## src/rtl/tick_pkg.sv

```systemverilog
package tick_pkg;
  localparam int ADDR_W = 2;

  typedef enum logic [ADDR_W-1:0] {
    REG_CTRL    = 2'd0,
    REG_RELOAD  = 2'd1,
    REG_CURRENT = 2'd2,
    REG_CALIB   = 2'd3
  } reg_sel_e;

  localparam int CTRL_EN_BIT   = 0;
  localparam int CTRL_IE_BIT   = 1;
  localparam int CTRL_SRC_BIT  = 2;
  localparam int CTRL_FLAG_BIT = 16;
endpackage

```

## src/rtl/tick_refsync.sv

```systemverilog
module tick_refsync #(
  parameter int SYNC_STAGES = 2
) (
  input  logic clk,
  input  logic rst,
  input  logic ref_in,
  output logic ref_rise
);
  logic [SYNC_STAGES:0] shift_q;

  always_ff @(posedge clk) begin
    if (rst) shift_q <= '0;
    else     shift_q <= {shift_q[SYNC_STAGES-1:0], ref_in};
  end

  // edge seen between the last synchroniser flop and the history flop
  assign ref_rise = shift_q[SYNC_STAGES-1] & ~shift_q[SYNC_STAGES];
endmodule

```

## src/rtl/tick_counter.sv

```systemverilog
module tick_counter #(
  parameter int CNT_W = 24
) (
  input  logic             clk,
  input  logic             rst,
  input  logic             tick,
  input  logic             clear,
  input  logic [CNT_W-1:0] reload,
  output logic [CNT_W-1:0] count,
  output logic             hit
);
  localparam logic [CNT_W-1:0] ONE = CNT_W'(1);

  always_ff @(posedge clk) begin
    if (rst)             count <= '0;
    else if (clear)      count <= '0;
    else if (tick) begin
      if (count == '0)   count <= reload;
      else               count <= count - ONE;
    end
  end

  assign hit = tick & ~clear & (count == ONE);
endmodule

```

## src/rtl/tick_timer.sv

```systemverilog
module tick_timer #(
  parameter int               DATA_W     = 32,
  parameter int               CNT_W      = 24,
  parameter int               SYNC_STAGES = 2,
  parameter logic             CAL_NOREF  = 1'b0,
  parameter logic             CAL_SKEW   = 1'b0,
  parameter logic [CNT_W-1:0] CAL_TENMS  = CNT_W'(99_999)
) (
  input  logic              clk,
  input  logic              rst,
  input  logic [1:0]        bus_addr,
  input  logic              bus_wr,
  input  logic              bus_rd,
  input  logic [DATA_W-1:0] bus_wdata,
  output logic [DATA_W-1:0] bus_rdata,
  input  logic              ext_ref,
  output logic              irq
);
  import tick_pkg::*;

  localparam int NOREF_BIT = DATA_W - 1;
  localparam int SKEW_BIT  = DATA_W - 2;

  logic             ctl_en, ctl_ie, ctl_src;
  logic             flag_q;
  logic [CNT_W-1:0] reload_q;
  logic [CNT_W-1:0] cur_count;
  logic             ref_rise;
  logic             tick_en;
  logic             hit;
  logic             irq_q;
  logic [DATA_W-1:0] rdata_q;
  logic [DATA_W-1:0] rd_word;

  logic wr_ctrl, wr_reload, wr_current, rd_ctrl;
  assign wr_ctrl    = bus_wr && (bus_addr == REG_CTRL);
  assign wr_reload  = bus_wr && (bus_addr == REG_RELOAD);
  assign wr_current = bus_wr && (bus_addr == REG_CURRENT);
  assign rd_ctrl    = bus_rd && (bus_addr == REG_CTRL);

  tick_refsync #(.SYNC_STAGES(SYNC_STAGES)) u_sync (
    .clk     (clk),
    .rst     (rst),
    .ref_in  (ext_ref),
    .ref_rise(ref_rise)
  );

  assign tick_en = ctl_en & (ctl_src | ref_rise);

  tick_counter #(.CNT_W(CNT_W)) u_cnt (
    .clk   (clk),
    .rst   (rst),
    .tick  (tick_en),
    .clear (wr_current),
    .reload(reload_q),
    .count (cur_count),
    .hit   (hit)
  );

  always_ff @(posedge clk) begin
    if (rst) begin
      ctl_en   <= 1'b0;
      ctl_ie   <= 1'b0;
      ctl_src  <= 1'b0;
      reload_q <= '0;
    end else begin
      if (wr_ctrl) begin
        ctl_en  <= bus_wdata[CTRL_EN_BIT];
        ctl_ie  <= bus_wdata[CTRL_IE_BIT];
        ctl_src <= bus_wdata[CTRL_SRC_BIT];
      end
      if (wr_reload) reload_q <= bus_wdata[CNT_W-1:0];
    end
  end

  // a new expiry wins over a clear in the same cycle
  always_ff @(posedge clk) begin
    if (rst)                         flag_q <= 1'b0;
    else if (hit)                    flag_q <= 1'b1;
    else if (rd_ctrl || wr_current)  flag_q <= 1'b0;
  end

  always_ff @(posedge clk) begin
    if (rst) irq_q <= 1'b0;
    else     irq_q <= hit & ctl_ie;
  end

  always_comb begin
    rd_word = '0;
    unique case (bus_addr)
      REG_CTRL: begin
        rd_word[CTRL_EN_BIT]   = ctl_en;
        rd_word[CTRL_IE_BIT]   = ctl_ie;
        rd_word[CTRL_SRC_BIT]  = ctl_src;
        rd_word[CTRL_FLAG_BIT] = flag_q;
      end
      REG_RELOAD:  rd_word[CNT_W-1:0] = reload_q;
      REG_CURRENT: rd_word[CNT_W-1:0] = cur_count;
      default: begin
        rd_word[NOREF_BIT]  = CAL_NOREF;
        rd_word[SKEW_BIT]   = CAL_SKEW;
        rd_word[CNT_W-1:0]  = CAL_TENMS;
      end
    endcase
  end

  always_ff @(posedge clk) begin
    if (rst)         rdata_q <= '0;
    else if (bus_rd) rdata_q <= rd_word;
  end

  assign bus_rdata = rdata_q;
  assign irq       = irq_q;
endmodule

```

## config.mk

```make
export PLATFORM = sky130hd
export DESIGN_NAME = tick_timer
export DESIGN_NICKNAME = d
export VERILOG_FILES = /design/src/rtl/tick_pkg.sv /design/src/rtl/tick_refsync.sv /design/src/rtl/tick_counter.sv /design/src/rtl/tick_timer.sv
export SDC_FILE = /design/constraint.sdc
export NUM_CORES = 1
export LEC_CHECK = 0
export BUFFER_PORTS_ARGS = -buffer_cell sky130_fd_sc_hd__buf_2
export CAP_MARGIN = 30
export CORE_MARGIN = 3
export CORE_UTILIZATION = 40
export DETAILED_ROUTE_END_ITERATION = 16
export PLACE_DENSITY = 0.65
export SKIP_CTS_REPAIR_TIMING = 1
export SYNTH_ARGS = -nofsm -noshare
export SYNTH_HDL_FRONTEND = slang
export SYNTH_HIERARCHICAL = 1
export SYNTH_SLANG_ARGS = --single-unit
```

## constraint.sdc

```tcl
create_clock -name clk -period 2.15 [get_ports clk]
set_clock_uncertainty 0.1 [all_clocks]
set_input_delay 0.215 -clock clk [delete_from_list [all_inputs] [get_ports clk]]
set_output_delay 0.215 -clock clk [all_outputs]
set_load 0.005 [all_outputs]
```

-- Word level (Yosys, flattened, before mapping)
Index checks and enable logic that the tools add are counted.
- register bits: 80
- latch bits: 0
- memory bits (writable): 0
- ROM bits: 0
- input port bits: 39
- output and inout bits: 33
- memories kept: 0
- add/subtract/negate cells: 1
- multiply operators: 0
- div/mod/pow operators: 0
- $lt $le $gt $ge: 0
- eq/ne operators: 3
- shift-type cells: 0
- mux-type cells: 7
- bitwise gates (word level): 8
- reductions and logical operators: 9
- operators with widths (operator ; count):
    case mux 13 bit (3 select lines) ; 1
    equality test 24 x 1 -> 1 bit (second input constant) ; 1
    zero test 24 bit ; 1
    2-to-1 mux 24 bit ; 1
    subtractor 24 x 1 -> 24 bit (second input constant) ; 1
    case mux 7 bit (2 select lines) ; 1
    case mux 3 bit (3 select lines) ; 1
    AND 1 bit ; 5
    logical AND 1 bit ; 4
    case mux 1 bit (3 select lines) ; 1
    equality test 2 x 1 -> 1 bit (second input constant) ; 1
    equality test 2 bit (second input constant) ; 1
    zero test 2 bit ; 1
    2-to-1 mux 1 bit ; 2
    inverter 1 bit ; 2
    nonzero test 2 bit ; 1
    OR reduction 2 bit ; 1
    logical OR 1 bit ; 1
    bitwise OR 1 bit ; 1

-- Logic depth before layout (Yosys ltp)
- depth in word-level cells: 7
- mapped depth: 10
- depth with buffers taken out: 7

-- Cells and area by module
Netlist, hierarchy kept.
- by module, submodules not included (module ; instances ; cells an instance ; area an instance (um^2) ; seq. area each (um^2)):
    tick_timer ; 1 ; 264 ; 2406.1 ; 1061.0
    tick_counter ; 1 ; 206 ; 1585.3 ; 480.5
    tick_refsync ; 1 ; 7 ; 87.6 ; 60.1

-- Worst setup path before layout
No wires, ideal clock.
- path kind: input port to flip-flop
- start point: in bus_addr[0]
- end point: reg u_cnt.count[12]
- setup time: 0.079 ns
- data arrival time: 1.955 ns
- setup slack: 0.016 ns
- cell stages on the path: 9
- buffers on the path: 3
- cell sequence: inv_1 > ha_1 > buf_2 > clkbuf_1 > and2_1 > or2_2 > buf_1 > or4_1 > o211ai_1
- word-level cells in the longest chain between the ends: 3
- RTL lines (what ; line ; RTL):
    start: declaration ; tick_timer.sv:11 ; input logic [1:0] bus_addr,
    equality test 2 bit ; tick_timer.sv:38 ; assign wr_current = bus_wr && (bus_addr == REG_CURRENT);
    logical AND 1 bit ; tick_timer.sv:38 ;
    net wr_current ; tick_timer.sv:35 ; logic wr_ctrl, wr_reload, wr_current, rd_ctrl;
    OR reduction 2 bit (no line) ; n/a ;
    end signal: assignment ; tick_counter.sv:18 ; if (count == '0) count <= reload;
    end signal: assignment ; tick_counter.sv:19 ; else count <= count - ONE;
    end: declaration ; tick_counter.sv:9 ; output logic [CNT_W-1:0] count,
The timed path passes the listed nets, and every way through them passes these cells.
A chain may end at the register's enable or synchronous reset.

-- Worst setup path in the final report
- start point: reg u_cnt.count[15]
- end point: reg u_cnt.count[22]
- word-level cells in the longest chain between the ends: 2
- elaborated cells on any way between the ends: 3
- classes of those cells: add/sub: 1; mux: 1; reduce/logical: 1
- RTL lines (what ; line):
    subtractor 24 x 1 -> 24 bit or zero test 24 bit (tied branches) ; tick_counter.sv:19, tick_counter.sv:18
    2-to-1 mux 24 bit * ; tick_counter.sv:18
Mark *: on every way between the ends. The rest lies on a longest branch, timed or not.

==> out/qor.txt <==
status: finished, violations left
failing checks: hold timing
crit path DAT: 2.23 ns
P per Cell Area: 645 mW/mm²
RSZ-0062 raised after global routing: true
CTS tree: built
register area: 0.00160 mm²
Post-Syn Area: 0.00408 mm²
metal3 WL: 556 µm
Async SR Flop Fraction: 0%
top cell type's share of synthesized area: 39.3%
routed vias: 3,862
post-synth top area cell: dfxtp_1
dpl cell area: 0.00459 mm²
total number of H-tree levels: 3
share of layout cells above drive strength 1: 29.0%
full die area: 0.0114 mm²
Comb power frac: 12.0%
# setup viols final: 0
top cells by area, synth: dfxtp_1, a21bo_2, nand3_1, a22oi_1, a21oi_1
hold path start: ext_ref
Reg clk slew, reported paths: 0.09 ns
post-route met1 wirelength: 5310 µm
number of top-level pins: 72
Crit-path slowest cell: or3_1
DR DRC count: 0
Hold EP: u_sync/shift_q[0]
total CTS buffers: 9
Die X-Extent: 107 µm
FF-to-FF End: u_cnt/count[22]
clk root buf: clkbuf_8
mean post-synth cell area: 8.55 µm²
Internal Power: 0.00235 W
gr usage total: 19.8%
clk sinks: 80
Final Instance Area: 0.00490 mm²
slowest stage delay, CP: 0.39 ns
routability congestion estimate: 0.892
Crit. End Element: flop
number of synthesized flops with an enable pin: 0
WP data required: 2.28 ns
first-pass GRT wire length: 18,100 µm
number of synthesized register bits: 80
WS Path Type: flop to flop
Register-to-Register Setup Slack: 0.05 ns
crit-path max FO: 5
DRT Pass-1 Iters: 4
Die H: 107 µm
most numerous cell in the Yosys netlist: dfxtp_1
Top Metal Used: met4
ANT nets after route: 0
clock share of power: 39.3%
max-cap viol count: 0
post-layout minimum cycle time: 2.10 ns
Nets: 587
port buffer count: 55
hold depth: 2
Sw Share: 25.6%
Reg2Reg Launch Point: u_cnt/count[15]
Register-to-Register Path Depth: 6
Final Hold Viols: 1
core area: 0.00986 mm²
register area share after synthesis: 39.3%
initial antenna violation count: 0
synth-to-layout area growth: 20.2%
Met2 Wirelength: 5480 µm
worst min path class: primary input to flop
n_diodes: 0
CTS Buffer Depth: 2
relative slew slack: 63.5%
Peak VDD IR: 0.328 mV
synth cell count leaders: dfxtp_1, nand3_1, a21oi_1
Synth Instances: 477
max-slew violations: 0
CP cell instances: nor4_4 > nand4_1 > buf_6 > or3_1 > o311ai_1 > o21ai_1
vias in the first global route: 3,567
Overflow after GRT: 0
WHS: -0.000126 ns
f_max: 0.476 GHz
Setup crit start kind: flop
Most used DFF post-synth: dfxtp_1
synth warn: 6
largest net degree at the start of global routing: 56
WL/cell: 17.0 µm
Final period util: 97.7%
Post-DP HPWL: 8110 µm
Rows: 36
vias per cell: 5.70
Total Power: 0.00316 W
NetSw: 0.000809 W
Slew @ Worst Pin: 0.548 ns
multi-input logic area: 0.00221 mm²
Fillers: 950
initial DRC count: 195
Worst-Skew Late Latency: 0.36 ns
Routed WL: 11,500 µm
Initial Util: 41.3%
synth unique cells: 55
sequential share of power: 48.7%
LEAKAGE: 1.89 nW
## flip-flops by register name, indices dropped and copies added (netlist names)
| signal | flops |
|---|---|
| irq | 1 |
| ctl_en | 1 |
| bus_rdata | 24 |
| ctl_ie | 1 |
| u_sync/shift_q | 3 |
| reload_q | 24 |
| flag_q | 1 |
| u_cnt/count | 24 |
| ctl_src | 1 |
## cell families (layout without fill, tap and decap cells)
| family | after synthesis | in the layout | synth area share (%) |
|---|---|---|---|
| AO/OA/AOI/OAI | 161 | 161 | 29.0 |
| AND/OR/NAND/NOR | 147 | 147 | 18.9 |
| flip-flops | 80 | 80 | 39.3 |
| buffers and inverters | 73 | 134 | 8.62 |
| multiplexers | 8 | 8 | 2.06 |
| adder cells (fa/ha/maj) | 7 | 7 | 2.15 |
| other | 1 | 8 | 0.0919 |
## metal layers
metal  global-route usage, %  vias up
met5                       0        -
met4                    6.21        0
met3                    3.55       18
met2                    32.0       97
met1                    26.8     1874
li1                        -     1873
## cell type report
class	count	area share [%]
sequential	80	32.7
clock inverter	5	1.66
clock buffer	10	2.81
timing repair buffer	97	12.7
inverter	22	1.68
tap	133	3.39
multi-input combinational	331	45.1
## worst max-delay path by stage
stage,slack [ns],from,cells past startpoint,end
after floorplan,0.02,bus_addr[0],9,u_cnt/count[12]
after global placement,0.05,u_cnt/count[0],7,u_cnt/count[22]
after detailed placement,0.03,u_cnt/count[0],7,u_cnt/count[13]
after CTS,0.01,u_cnt/count[1],7,u_cnt/count[22]
after global routing,-0.04,u_cnt/count[15],6,u_cnt/count[22]
final,0.05,u_cnt/count[15],6,u_cnt/count[22]
## metrics by stage
step	std cells	setup TNS (ns)	hold WS [ns]	setup WS (ns)	utilization, %
4_1_cts	675	0	-0.0107	0.0102	48.7
3_5_place_dp	660	0	0.328	0.0299	46.5
2_1_floorplan	484	0	0.187	0.0160	-
6_report	678	0	-0.000126	0.0503	49.7
3_3_place_gp	660	0	0.319	0.0489	46.5
5_1_grt	678	-0.0747	0.00243	-0.0407	49.7
## critical path: cells and delay by family (launching register included)
family,cells,cell delay [ns]
AND/OR/NAND/NOR,3,0.98
flip-flops,1,0.36
AO/OA/AOI/OAI,2,0.34
buffers and inverters,1,0.19
## power by group through the flow
stage	Clock, W	Combinational, W	Sequential [W]
after detailed placement	0	0.000361	0.00157
final	0.00124	0.000381	0.00154
after global placement	0	0.000353	0.00157
after CTS	0.00127	0.000362	0.00154
after floorplan	0	0.000250	0.00157
after global routing	0.00132	0.000416	0.00154
## cell usage in the layout, fill, tap and decap left out, types with 6 or more instances in the layout
cell | netlist | final
a21bo_2 | 27 | 27
nand3_1 | 39 | 39
o32ai_1 | 14 | 14
nand2_1 | 24 | 24
o21ai_0 | 17 | 17
a211oi_1 | 10 | 9
ha_1 | 7 | 6
a21oi_1 | 35 | 35
conb_1 | 1 | 8
dfxtp_1 | 80 | 80
buf_4 | 9 | 38
nor3_1 | 18 | 15
a22oi_1 | 24 | 24
buf_2 | 17 | 55
nor2_1 | 30 | 29
inv_1 | 22 | 22
clkbuf_8 | 0 | 10
Note: power is estimated with default switching activity, not from simulation.
